===== src/rtl/dps_pkg.sv =====
`timescale 1ns/1ps
package dps_pkg;
  localparam int NPHASE = 3;
  localparam int NMOTOR = 2;
  typedef enum logic {OWNER_M0 = 1'b0, OWNER_M1 = 1'b1} owner_e;
endpackage


===== src/rtl/dps_timebase.sv =====
`timescale 1ns/1ps
module dps_timebase #(
  parameter int CW      = 16,
  parameter int DEF_PER = 16
) (
  input  logic          clk,
  input  logic          rst_n,
  input  logic [CW-1:0] period_i,
  output logic [CW:0]   pos_o,
  output logic [CW-1:0] cnt_o,
  output logic [CW-1:0] per_o,
  output logic          slot_o,
  output logic          wrap_o
);
  import dps_pkg::*;
  localparam int PW = CW + 1;

  logic [PW-1:0] pos_q, last_w, dbl_w;
  logic [CW-1:0] per_q, per_nxt;
  owner_e        slot_q;

  assign dbl_w   = {per_q, 1'b0};
  assign last_w  = dbl_w - PW'(1);
  assign wrap_o  = (pos_q == last_w);
  assign per_nxt = (period_i < CW'(2)) ? CW'(2) : period_i;

  always_ff @(posedge clk or negedge rst_n) begin
    if (!rst_n) begin
      pos_q  <= '0;
      per_q  <= CW'(DEF_PER);
      slot_q <= OWNER_M1;
    end else if (wrap_o) begin
      pos_q  <= '0;
      per_q  <= per_nxt;
      slot_q <= (slot_q == OWNER_M0) ? OWNER_M1 : OWNER_M0;
    end else begin
      pos_q  <= pos_q + PW'(1);
    end
  end

  // triangle: rising half then falling half
  assign cnt_o  = (pos_q <= {1'b0, per_q}) ? pos_q[CW-1:0] : CW'(dbl_w - pos_q);
  assign pos_o  = pos_q;
  assign per_o  = per_q;
  assign slot_o = slot_q;

  AST_POS_RANGE: assert property (@(posedge clk) disable iff (!rst_n)
    pos_q <= last_w);
  AST_POS_RESTART: assert property (@(posedge clk) disable iff (!rst_n)
    wrap_o |=> (pos_q == '0));
  AST_SLOT_FLIP: assert property (@(posedge clk) disable iff (!rst_n)
    wrap_o |=> (slot_q != $past(slot_q)));
  AST_PER_HOLD: assert property (@(posedge clk) disable iff (!rst_n)
    !wrap_o |=> $stable(per_q));
endmodule


===== src/rtl/dps_channel.sv =====
`timescale 1ns/1ps
module dps_channel #(
  parameter int CW  = 16,
  parameter int MID = 0,
  parameter int EXT = 4
) (
  input  logic                           clk,
  input  logic                           rst_n,
  input  logic [CW:0]                    pos_i,
  input  logic [CW-1:0]                  cnt_i,
  input  logic [CW-1:0]                  per_i,
  input  logic                           slot_i,
  input  logic                           wrap_i,
  input  logic [dps_pkg::NPHASE*CW-1:0]  cmp_i,
  input  logic                           cmp_valid_i,
  output logic                           cmp_ready_o,
  input  logic [CW:0]                    trig_a_i,
  input  logic [CW:0]                    trig_b_i,
  output logic [2*dps_pkg::NPHASE-1:0]   gate_o,
  output logic                           upd_o,
  output logic                           hit_o,
  output logic                           err_o
);
  import dps_pkg::*;
  localparam int PW = CW + 1;
  localparam int LW = CW + 2;
  localparam logic ME = (MID != 0);

  logic [NPHASE*CW-1:0] shadow_q, act_q;
  logic                 upd_q, load_w, own_w;
  logic                 ok_a, ok_b;
  logic [LW-1:0]        lim_w, dbl_w;

  assign own_w       = (slot_i == ME);
  assign load_w      = wrap_i && !own_w;
  assign cmp_ready_o = !load_w;

  always_ff @(posedge clk or negedge rst_n) begin
    if (!rst_n) begin
      shadow_q <= '0;
      act_q    <= '0;
      upd_q    <= 1'b0;
    end else begin
      if (cmp_valid_i && cmp_ready_o) shadow_q <= cmp_i;
      if (load_w) act_q <= shadow_q;
      upd_q <= load_w;
    end
  end
  assign upd_o = upd_q;

  genvar k;
  generate
    for (k = 0; k < NPHASE; k++) begin : g_ph
      logic hi;
      assign hi            = (cnt_i < act_q[k*CW +: CW]);
      assign gate_o[2*k]   = hi;
      assign gate_o[2*k+1] = !hi;
    end
  endgenerate

  assign lim_w = LW'(per_i) + LW'(EXT);
  assign dbl_w = {1'b0, per_i, 1'b0};
  assign ok_a  = (LW'(trig_a_i) <= lim_w) && (LW'(trig_a_i) < dbl_w);
  assign ok_b  = (LW'(trig_b_i) <= lim_w) && (LW'(trig_b_i) < dbl_w);

  assign hit_o = own_w && (((pos_i == trig_a_i) && ok_a) || ((pos_i == trig_b_i) && ok_b));
  assign err_o = own_w && (pos_i == PW'(0)) && !(ok_a && ok_b);

  AST_ACT_HOLD: assert property (@(posedge clk) disable iff (!rst_n)
    !load_w |=> $stable(act_q));
  AST_READY_BEFORE_LOAD: assert property (@(posedge clk) disable iff (!rst_n)
    !cmp_ready_o |=> upd_o);
  AST_UPD_AT_START: assert property (@(posedge clk) disable iff (!rst_n)
    upd_o |-> (pos_i == PW'(0)) && own_w);
endmodule


===== src/rtl/dual_pwm_sched.sv =====
`timescale 1ns/1ps
module dual_pwm_sched #(
  parameter int CW      = 16,
  parameter int DEF_PER = 16,
  parameter int EXT     = 4
) (
  input  logic                 clk,
  input  logic                 rst_n,
  input  logic [CW-1:0]        period_i,
  input  logic [3*CW-1:0]      m0_cmp_i,
  input  logic                 m0_cmp_valid_i,
  output logic                 m0_cmp_ready_o,
  input  logic [3*CW-1:0]      m1_cmp_i,
  input  logic                 m1_cmp_valid_i,
  output logic                 m1_cmp_ready_o,
  input  logic [CW:0]          m0_trig_a_i,
  input  logic [CW:0]          m0_trig_b_i,
  input  logic [CW:0]          m1_trig_a_i,
  input  logic [CW:0]          m1_trig_b_i,
  output logic [5:0]           m0_gate_o,
  output logic [5:0]           m1_gate_o,
  output logic                 adc_trig_o,
  output logic                 adc_tag_o,
  output logic [1:0]           upd_o,
  output logic [1:0]           trig_err_o
);
  import dps_pkg::*;
  localparam int PW = CW + 1;

  logic [PW-1:0]        pos_w;
  logic [CW-1:0]        cnt_w, per_w;
  logic                 slot_w, wrap_w;
  logic [3*CW-1:0]      cmp_a   [NMOTOR];
  logic                 vld_a   [NMOTOR];
  logic                 rdy_a   [NMOTOR];
  logic [PW-1:0]        ta_a    [NMOTOR];
  logic [PW-1:0]        tb_a    [NMOTOR];
  logic [5:0]           gate_a  [NMOTOR];
  logic [NMOTOR-1:0]    hit_w;

  assign cmp_a[0] = m0_cmp_i;       assign cmp_a[1] = m1_cmp_i;
  assign vld_a[0] = m0_cmp_valid_i; assign vld_a[1] = m1_cmp_valid_i;
  assign ta_a[0]  = m0_trig_a_i;    assign ta_a[1]  = m1_trig_a_i;
  assign tb_a[0]  = m0_trig_b_i;    assign tb_a[1]  = m1_trig_b_i;
  assign m0_cmp_ready_o = rdy_a[0]; assign m1_cmp_ready_o = rdy_a[1];
  assign m0_gate_o = gate_a[0];     assign m1_gate_o = gate_a[1];

  dps_timebase #(.CW(CW), .DEF_PER(DEF_PER)) u_tb (
    .clk(clk), .rst_n(rst_n), .period_i(period_i),
    .pos_o(pos_w), .cnt_o(cnt_w), .per_o(per_w), .slot_o(slot_w), .wrap_o(wrap_w)
  );

  genvar m;
  generate
    for (m = 0; m < NMOTOR; m++) begin : g_mot
      dps_channel #(.CW(CW), .MID(m), .EXT(EXT)) u_ch (
        .clk(clk), .rst_n(rst_n),
        .pos_i(pos_w), .cnt_i(cnt_w), .per_i(per_w), .slot_i(slot_w), .wrap_i(wrap_w),
        .cmp_i(cmp_a[m]), .cmp_valid_i(vld_a[m]), .cmp_ready_o(rdy_a[m]),
        .trig_a_i(ta_a[m]), .trig_b_i(tb_a[m]),
        .gate_o(gate_a[m]), .upd_o(upd_o[m]), .hit_o(hit_w[m]), .err_o(trig_err_o[m])
      );
    end
  endgenerate

  assign adc_trig_o = |hit_w;
  assign adc_tag_o  = slot_w;

  AST_ONE_SAMPLER: assert property (@(posedge clk) disable iff (!rst_n)
    $onehot0(hit_w));
  AST_UPD_ONEHOT: assert property (@(posedge clk) disable iff (!rst_n)
    $onehot0(upd_o));
  AST_TRIG_WINDOW: assert property (@(posedge clk) disable iff (!rst_n)
    adc_trig_o |-> ((CW+2)'(pos_w) <= (CW+2)'(per_w) + (CW+2)'(EXT)));
  AST_ERR_AT_START: assert property (@(posedge clk) disable iff (!rst_n)
    (|trig_err_o) |-> (pos_w == '0));
endmodule


===== config.mk =====
export PLATFORM = sky130hd
export DESIGN_NAME = dual_pwm_sched
export DESIGN_NICKNAME = d
export VERILOG_FILES = /design/src/rtl/dps_pkg.sv /design/src/rtl/dps_timebase.sv /design/src/rtl/dps_channel.sv /design/src/rtl/dual_pwm_sched.sv
export SDC_FILE = /design/constraint.sdc
export NUM_CORES = 1
export LEC_CHECK = 0
export ABC_AREA = 1
export BUFFER_PORTS_ARGS = -buffer_cell sky130_fd_sc_hd__buf_4
export CAP_MARGIN = 20
export CORE_MARGIN = 3
export CORE_UTILIZATION = 55
export DETAILED_ROUTE_END_ITERATION = 10
export PLACE_DENSITY = 0.81
export SLEW_MARGIN = 20
export SYNTH_ARGS = -nofsm -noshare
export SYNTH_HDL_FRONTEND = slang
export SYNTH_SLANG_ARGS = --single-unit

===== constraint.sdc =====
create_clock -name clk -period 4.6 [get_ports clk]
set_input_delay 0.46 -clock clk [delete_from_list [all_inputs] [get_ports clk]]
set_output_delay 0.46 -clock clk [all_outputs]
set_load 0.02 [all_outputs]

==> impl_metrics.env <==
export IMPL_status="complete, but fails checks"
export IMPL_violations="negative hold slack"
export IMPL_cts_hold_buf=0
export IMPL_start_util=0.565
export IMPL_hpwl_mm=41.5
export IMPL_core_area_sq_um=31000
export IMPL_yosys_warnings=0
export IMPL_min_period_ps=4390
export IMPL_grt_antenna_before_repair=0
export IMPL_grt_overflow_total=0
export IMPL_cts_made_buffers=25
export IMPL_drc_errors=0
export IMPL_synth_ff_type="dfrtp_1"
export IMPL_clk_pin_slew_ps=70
export IMPL_arrival_ps=3930
export IMPL_antenna_cells=0
export IMPL_clock_skew_ps=36.3
export IMPL_ys_async_sr_fraction=1.00
export IMPL_yosysTopAreaCell="dfrtp_1"
export IMPL_final_area_sq_um=20700
export IMPL_critPathLaunchType="flip-flop"
export IMPL_firstDrtPassIters=5
export IMPL_ant_nets=0
export IMPL_clock_latency_ps=550
export IMPL_worst_slew_pin_slew_ps=1130
export IMPL_drt_iter0_drc=1166
export IMPL_drive_gt1_frac=0.160
export IMPL_final_cell_mix="nand2_1, buf_4, nor2_1, ha_1, dfrtp_1"
export IMPL_hold_ws_ps=-18.1
export IMPL_die_height_um=184
export IMPL_path_max_fanout=10
export IMPL_synthTopCellsByArea="dfrtp_1, ha_1, nand2_1, nor2_1, nand3_1"
export IMPL_rows=64
export IMPL_die_area_sq_um=34000
export IMPL_hold_viol_final=6
export IMPL_synth_edff_count=0
export IMPL_place_gp_congestion=0.986
export IMPL_route_detailed_wl_per_inst_um=17.9
export IMPL_postSynthAreaPerCell_sq_um=7.44
export IMPL_synth_seq_cells=228
export IMPL_grt_max_degree=130
export IMPL_clkSinkCount=228
export IMPL_synth_top_area_frac=0.323
export IMPL_powerDensity_nw_per_um2=229
export IMPL_h_tree_depth=1
export IMPL_setup_viol=0
export IMPL_netlist_area_sq_um=17500
export IMPL_pre_cts_slack_ps=241
export IMPL_maxCapViolCount=0
export IMPL_grt_pass1_wl_mm=85.0
export IMPL_grt_pass1_vias=17000
export IMPL_postPlaceCellArea_sq_um=19600
export IMPL_syn_num_nets=2794
export IMPL_drv_slew=0
export IMPL_worstSetupPathType="reg2out"
export IMPL_yosysSeqAreaShare=0.326
export IMPL_relSlewSlack=0.242
export IMPL_hp_class="in2async"
export IMPL_crit_path_end_kind="primary output"
export IMPL_die_x_um=184
export IMPL_final_nets=3022
export IMPL_final_util=0.667
export IMPL_drt_wl_total_mm=53.6
export IMPL_timing_final_crit_share=0.955
export IMPL_cts_buffer_depth=3
export IMPL_area_delta_synth_final_pct=18.0
export IMPL_synth_cell_type_count=44
export IMPL_final_common_cell="nand2_1"
export IMPL_fmax_ghz=0.228
export IMPL_io_buffers=203
export IMPL_num_vias=16900
export IMPL_ios=204
export IMPL_ir_worst_vdd_mv=0.343
export IMPL_clockRootBuffer="clkbuf_16"
export IMPL_required_ps=4140
export IMPL_syn_inst=2355
export IMPL_p_leak_nw=11.1
export IMPL_vias_per_cell=5.64
export IMPL_grt_total_usage=0.313
export IMPL_postLayoutSetupSlackWorst_ps=208
export IMPL_cts_tree="done"
-- sequential cells by signal, summed over array words and instances, names as in the netlist --
name                 count
g_mot.u_ch.act_q        96
u_tb.per_o              16
g_mot.u_ch.upd_o         2
u_tb.pos_o              17
g_mot.u_ch.shadow_q     96
u_tb.slot_o              1
-- worst max-delay path, stage by stage (launching register included) --
cell	delay, ps
dfstp_2	590
inv_4	90
ha_1	300
nand2_1	90
o21a_1	190
o21ai_0	150
nand2_1	80
nand3_1	110
nand2_4	90
buf_4	160
buf_4	150
nand2_1	50
o21ai_1	50
buf_4	190
ha_1	310
nand4_1	180
nor3_2	160
nand2_1	80
nand2_1	130
inv_1	50
buf_4	150
-- what timing repair did --
action	CTS	global route
buffers inserted	4	13
gates resized for setup	20	34
setup endpoints to repair	15	15
pin swaps	2	3
-- area by class of cell --
| type | instances | area (sq um) |
|---|---|---|
| clock buffers | 32 | 692 |
| clock inverters | 13 | 139 |
| inverters | 231 | 870 |
| multi-input cells | 1807 | 10500 |
| well taps | 396 | 495 |
| flip-flops and latches | 228 | 5720 |
| fillers | 2613 | 10300 |
| repair buffers | 290 | 2220 |
-- worst paths after layout --
kind	end	from	depth (start not counted)	slack (ps)
min in group clk	g_mot[0].u_ch.shadow_q[11]	m0_cmp_i[11]	3	150
max in group asynchronous	u_tb.pos_o[6]	rst_n	2	3540
setup / recovery	m1_gate_o[2]	u_tb.per_o[4]	20	210
hold / removal	g_mot[0].u_ch.shadow_q[14]	rst_n	1	-20
hold reg to reg	g_mot[1].u_ch.shadow_q[15]	g_mot[1].u_ch.shadow_q[15]	2	470
setup reg to reg	g_mot[0].u_ch.act_q[16]	u_tb.per_o[2]	18	1230
-- synth_stat cells, types with 3 or more instances --
cell type,instances
inv_1,209
nor2_1,276
o21bai_1,4
o21ai_1,11
o211ai_1,15
ha_1,254
nand3b_1,6
nor2_4,5
nor4_1,16
clkinv_1,5
nand2_1,662
buf_6,11
o2111ai_1,5
nor3_1,31
o21a_1,5
nor2_2,6
a21oi_1,121
clkbuf_1,20
xnor2_1,26
o21ai_0,70
inv_2,17
nand4_1,38
dfrtp_1,226
buf_4,15
nand2_2,3
nand3_1,163
a21boi_0,8
buf_2,37
xor2_1,52
or2_2,11
buf_1,5
a211oi_1,6
-- metal layers --
layer	GRT usage	vias up	wire length [um]
met5	0	-	0
met4	0.162	0	3160
met3	0.0343	178	3370
met2	0.544	615	25700
met1	0.386	7954	21400
li1	-	8142	-
-- power by group --
part           internal [W]  total (W)  switching [W]
logic              0.000247   0.000571       0.000324
registers           0.00208    0.00213      0.0000441
clock network       0.00119    0.00204       0.000852
total               0.00351    0.00473        0.00122
-- through the flow --
| step | total power, W | TNS [ps] | instances | hold slack, ps |
|---|---|---|---|---|
| detailed placement | 0.00272 | 0 | 2934 | 458 |
| floorplan | 0.00242 | 0 | 2355 | 164 |
| global placement | 0.00271 | 0 | 2934 | 454 |
| global route | 0.00492 | -56.1 | 2997 | 82.3 |
| finish | 0.00473 | 0 | 2997 | -18.1 |
| CTS | 0.00475 | 0 | 2983 | 55.3 |
-- cells by family after synthesis --
logic type,share of synthesized area
and+or+nand+nor,0.293
adders and majority gates,0.183
buffers and inverters,0.0792
AOI/OAI and AO/OA,0.0783
DFF,0.326
xor gates and xnor gates,0.0409
No activity file was read; power rests on OpenSTA's default activity.
